==> src/rtl/srx_pkg.sv <==
package srx_pkg;

  typedef enum logic [2:0] {
    SRX_IDLE,
    SRX_START,
    SRX_DATA,
    SRX_NINTH,
    SRX_STOP
  } srx_state_e;

endpackage

==> src/rtl/srx_sync.sv <==
module srx_sync #(
  parameter int   STAGES  = 2,
  parameter logic RST_VAL = 1'b0
) (
  input  logic clk,
  input  logic rst_n,
  input  logic d_i,
  output logic q_o
);

  logic [STAGES-1:0] chain_q;

  generate
    if (STAGES == 1) begin : g_single
      always_ff @(posedge clk or negedge rst_n) begin
        if (!rst_n) chain_q <= RST_VAL;
        else        chain_q <= d_i;
      end
    end else begin : g_chain
      always_ff @(posedge clk or negedge rst_n) begin
        if (!rst_n) chain_q <= {STAGES{RST_VAL}};
        else        chain_q <= {chain_q[STAGES-2:0], d_i};
      end
    end
  endgenerate

  assign q_o = chain_q[STAGES-1];

endmodule

==> src/rtl/srx_vote.sv <==
module srx_vote #(
  parameter int OVS   = 16,
  parameter int CNT_W = $clog2(OVS)
) (
  input  logic             clk,
  input  logic             rst_n,
  input  logic             tick_i,
  input  logic [CNT_W-1:0] cnt_i,
  input  logic             rx_i,
  output logic             bit_o,
  output logic             valid_o
);

  localparam int MID = OVS / 2;
  localparam logic [CNT_W-1:0] POS_A = CNT_W'(MID - 1);
  localparam logic [CNT_W-1:0] POS_B = CNT_W'(MID);
  localparam logic [CNT_W-1:0] POS_C = CNT_W'(MID + 1);

  logic samp_a_q, samp_b_q;
  logic en_a, en_b;

  assign en_a = tick_i && (cnt_i == POS_A);
  assign en_b = tick_i && (cnt_i == POS_B);

  always_ff @(posedge clk or negedge rst_n) begin
    if (!rst_n)    samp_a_q <= 1'b1;
    else if (en_a) samp_a_q <= rx_i;
  end

  always_ff @(posedge clk or negedge rst_n) begin
    if (!rst_n)    samp_b_q <= 1'b1;
    else if (en_b) samp_b_q <= rx_i;
  end

  // third sample is the live line value on the strobe after the middle
  assign valid_o = tick_i && (cnt_i == POS_C);
  assign bit_o   = (samp_a_q & samp_b_q) | (samp_a_q & rx_i) | (samp_b_q & rx_i);

endmodule

==> src/rtl/srx_addr_match.sv <==
module srx_addr_match #(
  parameter int W = 8
) (
  input  logic [W-1:0] byte_i,
  input  logic [W-1:0] addr_i,
  input  logic [W-1:0] mask_i,
  output logic         own_hit_o,
  output logic         bcast_hit_o
);

  logic [W-1:0] own_diff;
  logic [W-1:0] bcast_miss;

  always_comb begin
    for (int i = 0; i < W; i++) begin
      own_diff[i]   = mask_i[i] & (byte_i[i] ^ addr_i[i]);
      bcast_miss[i] = mask_i[i] & ~byte_i[i];
    end
  end

  assign own_hit_o   = ~|own_diff;
  assign bcast_hit_o = ~|bcast_miss;

endmodule

==> src/rtl/serial_rx_filter.sv <==
module serial_rx_filter #(
  parameter int DATA_W      = 8,
  parameter int OVS         = 16,
  parameter int SYNC_STAGES = 2
) (
  input  logic              clk,
  input  logic              rst_n,
  input  logic              rx_i,
  input  logic              tick_i,
  input  logic              long_frame_i,
  input  logic              mp_en_i,
  input  logic [DATA_W-1:0] addr_i,
  input  logic [DATA_W-1:0] addr_mask_i,
  input  logic              done_clr_i,
  input  logic              ferr_clr_i,
  output logic [DATA_W-1:0] data_o,
  output logic              bit9_o,
  output logic              done_o,
  output logic              ferr_o
);

  import srx_pkg::*;

  localparam int CNT_W = $clog2(OVS);
  localparam int IDX_W = $clog2(DATA_W);
  localparam logic [CNT_W-1:0] CNT_LAST = CNT_W'(OVS - 1);
  localparam logic [IDX_W-1:0] IDX_LAST = IDX_W'(DATA_W - 1);

  logic rx_s;
  srx_state_e state_q, state_d;
  logic [CNT_W-1:0] cnt_q, cnt_d;
  logic [IDX_W-1:0] idx_q, idx_d;
  logic [DATA_W-1:0] shreg_q, shreg_d;
  logic ninth_q, ninth_d;
  logic prev_q, prev_d;
  logic [DATA_W-1:0] data_q;
  logic bit9_q;
  logic done_q, done_d;
  logic ferr_q, ferr_d;
  logic vote_bit, vote_valid;
  logic own_hit, bcast_hit;
  logic last_bit, accept, load_en;

  srx_sync #(.STAGES(SYNC_STAGES), .RST_VAL(1'b0)) u_sync (
    .clk   (clk),
    .rst_n (rst_n),
    .d_i   (rx_i),
    .q_o   (rx_s)
  );

  srx_vote #(.OVS(OVS), .CNT_W(CNT_W)) u_vote (
    .clk     (clk),
    .rst_n   (rst_n),
    .tick_i  (tick_i),
    .cnt_i   (cnt_q),
    .rx_i    (rx_s),
    .bit_o   (vote_bit),
    .valid_o (vote_valid)
  );

  srx_addr_match #(.W(DATA_W)) u_match (
    .byte_i      (shreg_q),
    .addr_i      (addr_i),
    .mask_i      (addr_mask_i),
    .own_hit_o   (own_hit),
    .bcast_hit_o (bcast_hit)
  );

  // in short frames the stop bit stands in for the ninth bit
  assign last_bit = long_frame_i ? ninth_q : vote_bit;
  assign accept   = !done_q && (!mp_en_i || (last_bit && (own_hit || bcast_hit)));
  assign load_en  = vote_valid && (state_q == SRX_STOP) && accept;

  always_comb begin
    state_d = state_q;
    cnt_d   = cnt_q;
    idx_d   = idx_q;
    shreg_d = shreg_q;
    ninth_d = ninth_q;
    prev_d  = prev_q;
    done_d  = done_q;
    ferr_d  = ferr_q;

    if (done_clr_i) done_d = 1'b0;
    if (ferr_clr_i) ferr_d = 1'b0;

    if (tick_i) begin
      prev_d = rx_s;
      cnt_d  = ((state_q == SRX_IDLE) || (cnt_q == CNT_LAST)) ? '0 : cnt_q + 1'b1;
      unique case (state_q)
        SRX_IDLE: begin
          if (prev_q && !rx_s) state_d = SRX_START;
        end
        SRX_START: begin
          if (vote_valid && vote_bit) begin
            state_d = SRX_IDLE;
            cnt_d   = '0;
          end else if (cnt_q == CNT_LAST) begin
            state_d = SRX_DATA;
            idx_d   = '0;
          end
        end
        SRX_DATA: begin
          if (vote_valid) shreg_d = {vote_bit, shreg_q[DATA_W-1:1]};
          if (cnt_q == CNT_LAST) begin
            if (idx_q == IDX_LAST) state_d = long_frame_i ? SRX_NINTH : SRX_STOP;
            else                   idx_d   = idx_q + 1'b1;
          end
        end
        SRX_NINTH: begin
          if (vote_valid) ninth_d = vote_bit;
          if (cnt_q == CNT_LAST) state_d = SRX_STOP;
        end
        SRX_STOP: begin
          if (vote_valid) begin
            state_d = SRX_IDLE;
            cnt_d   = '0;
            if (!vote_bit) ferr_d = 1'b1;
            if (accept)    done_d = 1'b1;
          end
        end
        default: state_d = SRX_IDLE;
      endcase
    end
  end

  always_ff @(posedge clk or negedge rst_n) begin
    if (!rst_n) begin
      state_q <= SRX_IDLE;
      cnt_q   <= '0;
      idx_q   <= '0;
      shreg_q <= '0;
      ninth_q <= 1'b0;
      prev_q  <= 1'b0;
      done_q  <= 1'b0;
      ferr_q  <= 1'b0;
    end else begin
      state_q <= state_d;
      cnt_q   <= cnt_d;
      idx_q   <= idx_d;
      shreg_q <= shreg_d;
      ninth_q <= ninth_d;
      prev_q  <= prev_d;
      done_q  <= done_d;
      ferr_q  <= ferr_d;
    end
  end

  always_ff @(posedge clk or negedge rst_n) begin
    if (!rst_n) begin
      data_q <= '0;
      bit9_q <= 1'b0;
    end else if (load_en) begin
      data_q <= shreg_q;
      bit9_q <= last_bit;
    end
  end

  assign data_o = data_q;
  assign bit9_o = bit9_q;
  assign done_o = done_q;
  assign ferr_o = ferr_q;

endmodule

==> config.mk <==
export PLATFORM = sky130hd
export DESIGN_NAME = serial_rx_filter
export DESIGN_NICKNAME = d
export VERILOG_FILES = /design/src/rtl/srx_pkg.sv /design/src/rtl/srx_sync.sv /design/src/rtl/srx_vote.sv /design/src/rtl/srx_addr_match.sv /design/src/rtl/serial_rx_filter.sv
export SDC_FILE = /design/constraint.sdc
export NUM_CORES = 1
export LEC_CHECK = 0
export CORE_UTILIZATION = 51
export DETAILED_ROUTE_END_ITERATION = 8
export GPL_TIMING_DRIVEN = 0
export PLACE_DENSITY = 0.79
export SYNTH_ARGS = -nofsm -noshare
export SYNTH_HDL_FRONTEND = slang
export SYNTH_HIERARCHICAL = 1
export SYNTH_SLANG_ARGS = --single-unit
export TNS_END_PERCENT = 10
==> constraint.sdc <==
create_clock -name clk -period 2.6 [get_ports clk]
set_clock_uncertainty 0.15 [all_clocks]
set_input_delay 0.65 -clock clk [delete_from_list [all_inputs] [get_ports clk]]
set_output_delay 0.65 -clock clk [all_outputs]
set_load 0.01 [all_outputs]
==> results of run 1 <==
==> critical path, cell delays in order <==
cell and delay, ps:
clkdlybuf4s50_1 410, xnor2_1 190, o22ai_1 120, nor4_2 280, nor2_1 60, o21ai_1 220
nand3_4 190, mux2_2 330
==> power by group through the flow <==
stage | combinational (mW) | sequential (mW) | clock (mW)
final | 0.377 | 0.765 | 0.273
after global routing | 0.426 | 0.779 | 0.313
after CTS | 0.378 | 0.762 | 0.284
after detailed placement | 0.376 | 0.773 | 0
after global placement | 0.346 | 0.762 | 0
after floorplan | 0.271 | 0.737 | 0
==> cells in the mapped netlist (all sizes together) <==
library cell | instances | share of area, %
o2111ai | 1 | 0.49
maj3 | 1 | 0.56
nand2 | 8 | 1.7
dfrtp | 33 | 46
buf | 2 | 1.1
ha | 3 | 2.1
a21o | 1 | 0.42
nor3b | 2 | 0.84
nand2b | 3 | 1.1
nor4 | 3 | 1.4
o221a | 1 | 0.63
nand4 | 1 | 0.35
nor3 | 3 | 0.84
o22a | 1 | 0.49
nand4b | 1 | 0.49
inv | 16 | 3.4
clkbuf | 2 | 0.42
and3 | 1 | 0.35
xnor2 | 8 | 3.9
a32oi | 1 | 0.49
o32ai | 1 | 0.49
and4 | 1 | 0.56
a311o | 1 | 0.56
mux2 | 23 | 15
or2 | 1 | 0.35
dfstp | 2 | 2.9
mux2i | 2 | 1.1
nand3 | 3 | 1.1
nor2b | 2 | 0.70
a21bo | 1 | 0.56
o21ai | 6 | 1.7
a211o | 1 | 0.49
o22ai | 10 | 3.5
a22o | 1 | 0.49
a32o | 1 | 0.56
o2bb2ai | 1 | 0.49
nor2 | 11 | 2.5
==> worst min path at each step <==
stage | endpoint | cells past startpoint | slack (ps)
5_1_grt | u_sync/chain_q[1] | 0 | 230
2_1_floorplan | u_sync/chain_q[1] | 0 | 180
4_1_cts | u_sync/chain_q[1] | 0 | 210
6_report | u_sync/chain_q[1] | 0 | 210
3_5_place_dp | u_sync/chain_q[1] | 0 | 190
3_3_place_gp | u_sync/chain_q[1] | 0 | 180
==> through the flow <==
step / power, mW / cells / instance area (um2) / hold WS, ps
after floorplan: 1.008 / 160 / 1785 / 181.2
after global placement: 1.107 / 240 / 2183 / 181.7
after detailed placement: 1.149 / 240 / 2178 / 191.0
after CTS: 1.424 / 248 / 2233 / 213.8
after global routing: 1.518 / 248 / 2243 / 233.8
final: 1.416 / 248 / 2243 / 206.8
==> sequential cells by signal (all words and copies together) (netlist names) <==
name             cells
data_o               8
shreg_q              8
cnt_q                4
idx_q                3
state_q              3
u_sync/chain_q       2
bit9_o               1
done_o               1
ferr_o               1
ninth_q              1
prev_q               1
u_vote/samp_a_q      1
u_vote/samp_b_q      1
==> cell families after synthesis <==
group,Yosys count
simple gates,40
flops,35
compound gates,28
mux,25
buf+inv,20
xor+xnor,8
fa+ha+maj,4
==> per-layer routing <==
metal,vias up,global-route usage [%],part of all wire [%]
li1,655,-,-
met1,691,30.29,44
met2,40,38.66,49
met3,14,6.092,3.4
met4,0,8.766,3.2
met5,-,0,0
==> cell type report <==
cell class	instances	area, um2
flip-flops and latches	35	878.3
clock inverters	1	5.005
fillers	268	1094
inverters	16	60.06
clock buffers	7	45.04
multi-input cells	105	833.3
well taps	46	57.56
repair buffers	34	337.8
plain buffers	4	26.28
==> timing repair <==
item	in CTS	in global routing
pin swaps	0	1
gates resized for setup	1	3
endpoints found under the setup margin	8	20
setup buffers	0	0
==> run summary, run 1 <==
RSZ-0062 raised after global routing = false
Final setup viols = 0
Setup crit end kind = flop
Root Buffer = clkbuf_4
Least-Margin Pin Slew = 765.7 ps
largest net degree at the start of global routing = 36
CTS Hold Bufs = 0
Cell Pwr Density = 631.1 nW/um2
gr usage total = 23.66%
Die X = 61.17 um
Synth Instances = 160
r2r startpoint = cnt_q[1]
Net Sw Frac = 31.53%
Max rail drop VDD = 0.0004075 V
most frequent cells in the layout = dfrtp_1, clkdlybuf4s50_1, mux2_2
final core utilization = 67.23%
Critical Path Sink = data_o[6]
initial core utilization = 53.51%
Antenna diodes = 0
gpl congestion = 0.8865
Worst-path clk slew = 90 ps
Synth Area in Adders = 2.663%
share of layout cells above drive strength 1 = 19.31%
crit-path max FO = 10
simple-gate share of the synthesized area = 12.19%
synthesized area = 1785 um2
clock latency on the worst-skew pair = 330 ps
TritonRoute pass-1 iters = 6
Pleak = 1.033 nW
critical hold path startpoint = u_sync/chain_q[0]
CTS tree = built
drt initial violations = 92
status = complete, no violations
Avg Cell Area, Syn = 11.16 um2
core area = 3337 um2
Synthesis Warnings = 6
Critical Path AT = 2460 ps
Seq/Total Area, Yosys = 49.19%
Nets = 228
setup ws final = 213.3 ps
Period minus WS final = 2387 ps
slew margin rel. = 48.95%
commonest non-fill, non-tap cell in the layout = dfrtp_1
Critical R2R Capture = shreg_q[2]
first-pass GRT wire length = 6.396 mm
die area = 3742 um2
Int Pwr = 0.9693 mW
largest family of logic cells by synthesized area = multiplexers
Worst Setup SP = addr_i[3]
Fmax = 419.0 MHz
Avg WL per Cell = 15.19 um
H-tree levels = 2
combinational share of power = 26.7%
Inserted Clock Buffers = 5
Fin Setup TNS = 0 ps
I/O pin total = 35
Final period util = 91.80%
xor-xnor portion of the synthesized cell area = 3.924%
CP Data Required Time = 2670 ps
CTS Buffer Depth = 2
Congestion Overflow GR = 0
clock share of power = 19.3%
sequential share of power = 54.1%
Syn Nets = 187
Area growth syn-to-layout = 25.65%
post-synth cell types = 44
Worst Hold Class = reg -> reg
crit path kind = in -> reg
multiplexer share of the synthesized area = 15.84%
Vert. Die Dim = 61.17 um
port buffer count = 34
Sink Count = 35
worst reg2reg setup slack = 320 ps
via/cell ratio = 5.645
Slew Viols, Final = 0
routed vias = 1400
CP startpoint kind = input port
DRC viols = 0
final WL = 3.768 mm
FF+latch count, synth = 35
initial antenna violation count = 0
Switch Pwr = 0.4464 mW
Site Rows = 21
HPWL after DPL = 2.844 mm
compound-gate portion of the synthesized area = 11.35%
vias in the first global route = 1385
post-route ant nets = 0
final hold violations = 0
max_cap viols = 0
Worst Reg2Reg Path Length in Cells = 6
pre-CTS setup slack = -448.7 ps
Note: power is estimated with default switching activity, not from simulation.
==> inputs of run 2 (changes only) <==
- clock period: 2.6 -> 2.5 ns (I/O delays scaled with it)
==> run 2 against run 1 <==
  * Non-clock buffer count is 2 higher
  * Wire length stayed put
  * Cell area is 0.17% higher
  * Total power increased by 3.6%
  * Sequential share of layout area shrank 0.066 points
  * Count of clock-buffer cells in the layout unchanged
  * Worst setup slack lost 49 ps
  * Critical path type unchanged
  * Critical endpoint is now shreg_q[2]
  * Highest routed layer unchanged
==> run summary, run 2 (same netlist as run 1, synthesis figures left out) <==
Critical R2R Capture = shreg_q[2]
gr usage total = 23.66%
CP startpoint kind = input port
Worst-path clk slew = 100 ps
die area = 3742 um2
initial antenna violation count = 0
share of layout cells above drive strength 1 = 20.10%
sequential share of power = 54.1%
Cell Pwr Density = 652.9 nW/um2
crit-path max FO = 8
Fmax = 428.2 MHz
r2r startpoint = cnt_q[1]
final hold violations = 0
initial core utilization = 53.51%
Avg WL per Cell = 15.07 um
largest net degree at the start of global routing = 36
Least-Margin Pin Slew = 770.5 ps
drt initial violations = 88
Int Pwr = 1.006 mW
Buf/Inv on CP = 1
CTS tree = built
Period minus WS final = 2335 ps
vias in the first global route = 1385
DRC viols = 0
Critical Path AT = 2410 ps
Inserted Clock Buffers = 5
Worst Reg2Reg Path Length in Cells = 6
slew margin rel. = 48.64%
hold slack final = 206.9 ps
Vert. Die Dim = 61.17 um
Nets = 230
Switch Pwr = 0.4607 mW
gpl congestion = 0.8865
I/O pin total = 35
post-route cell area = 2247 um2
core area = 3337 um2
final WL = 3.768 mm
CTS Buffer Depth = 2
combinational share of power = 26.6%
CP peak stage delay = 390 ps
Max rail drop VDD = 0.0004228 V
cell family with most CP delay = simple AND/OR/NAND/NOR gates
Pleak = 1.035 nW
Sink Count = 35
H-tree levels = 2
Antenna diodes = 0
port buffer count = 34
most frequent cells in the layout = dfrtp_1, clkdlybuf4s50_1, mux2_2
clock share of power = 19.3%
CTS Hold Bufs = 0
RSZ-0062 raised after global routing = false
Die X = 61.17 um
post-route ant nets = 0
Congestion Overflow GR = 0
status = complete, no violations
crit path cell chain = dlygate4sd2_1 -> and4_2 -> nor2b_1 -> nand2_1 -> nor2_4 -> mux2_2
HPWL after DPL = 2.844 mm
Setup crit end kind = flop
Area growth syn-to-layout = 25.86%
clock latency on the worst-skew pair = 330 ps
via/cell ratio = 5.604
Root Buffer = clkbuf_4
Final setup viols = 0
first-pass GRT wire length = 6.396 mm
routed vias = 1401
crit path kind = in -> reg
Slew Viols, Final = 0
final core utilization = 67.34%
worst reg2reg setup slack = 290 ps
CP Data Required Time = 2570 ps
commonest non-fill, non-tap cell in the layout = dfrtp_1
number of fill cells = 268
TritonRoute pass-1 iters = 4
overall power = 1.467 mW
slowest library cell on the worst path = dlygate4sd2_1
Site Rows = 21
Area after DPL = 2178 um2
Worst Hold Class = in -> async
Final period util = 93.41%
max_cap viols = 0
Net Sw Frac = 31.40%
-- run 2: changes by cell type in the layout (fill, tap and decap cells not counted) --
cell	previous run	this run
buf_4	1	3
dlygate4sd2_1	0	1
dlymetal6s2s_1	1	0
nand3_2	0	1
nand3_4	1	0
-- run 2: how the worst max path moves through the flow --
| stage | slack [ps] | from | endpoint | depth (start not counted) |
|---|---|---|---|---|
| 2_1_floorplan | 360 | addr_i[2] | data_o[0] | 7 |
| 3_3_place_gp | -480 | tick_i | shreg_q[5] | 6 |
| 3_5_place_dp | -520 | tick_i | shreg_q[2] | 6 |
| 4_1_cts | 40 | addr_i[3] | data_o[6] | 8 |
| 5_1_grt | 9 | addr_i[3] | data_o[6] | 9 |
| 6_report | 160 | tick_i | shreg_q[2] | 6 |
-- run 2: layout make-up --
type / instances / area (um2) / share of cell area, %
inverters: 16 / 60.06 / 2.673
plain buffers: 4 / 26.28 / 1.169
flip-flops and latches: 35 / 878.3 / 39.09
well taps: 46 / 57.56 / 2.561
repair buffers: 36 / 349.1 / 15.53
clock inverters: 1 / 5.005 / 0.2227
multi-input cells: 105 / 825.8 / 36.75
clock buffers: 7 / 45.04 / 2.004
-- run 2: timing repair --
action                     4_1_cts  5_1_grt
resized for setup                2        1
setup endpoints to repair        8        9
pin swaps                        1        1
buffers inserted                 0        2
-- run 2: power by group through the flow --
| stage | Combinational [mW] | Clock, mW | Sequential (mW) |
|---|---|---|---|
| 3_5_place_dp | 0.391 | 0 | 0.804 |
| 5_1_grt | 0.441 | 0.326 | 0.810 |
| 3_3_place_gp | 0.360 | 0 | 0.792 |
| 4_1_cts | 0.392 | 0.295 | 0.792 |
| 2_1_floorplan | 0.282 | 0 | 0.767 |
| 6_report | 0.390 | 0.284 | 0.794 |
-- run 2: per-layer routing --
metal  share of wire [%]  wire, um  global-route usage [%]
met3                 4.2       157                   6.092
met5                   0         0                       0
met2                  51      1907                   38.66
met4                 2.3        88                   8.766
met1                  43      1616                   30.29
-- run 2: stage by stage --
stage	setup slack, ps	TNS [ps]	cells
finish	164.8	0	250
global route	9.136	0	250
CTS	35.42	0	248
detailed placement	-523.7	-8837	240
global placement	-482.5	-7627	240
floorplan	361.7	0	160
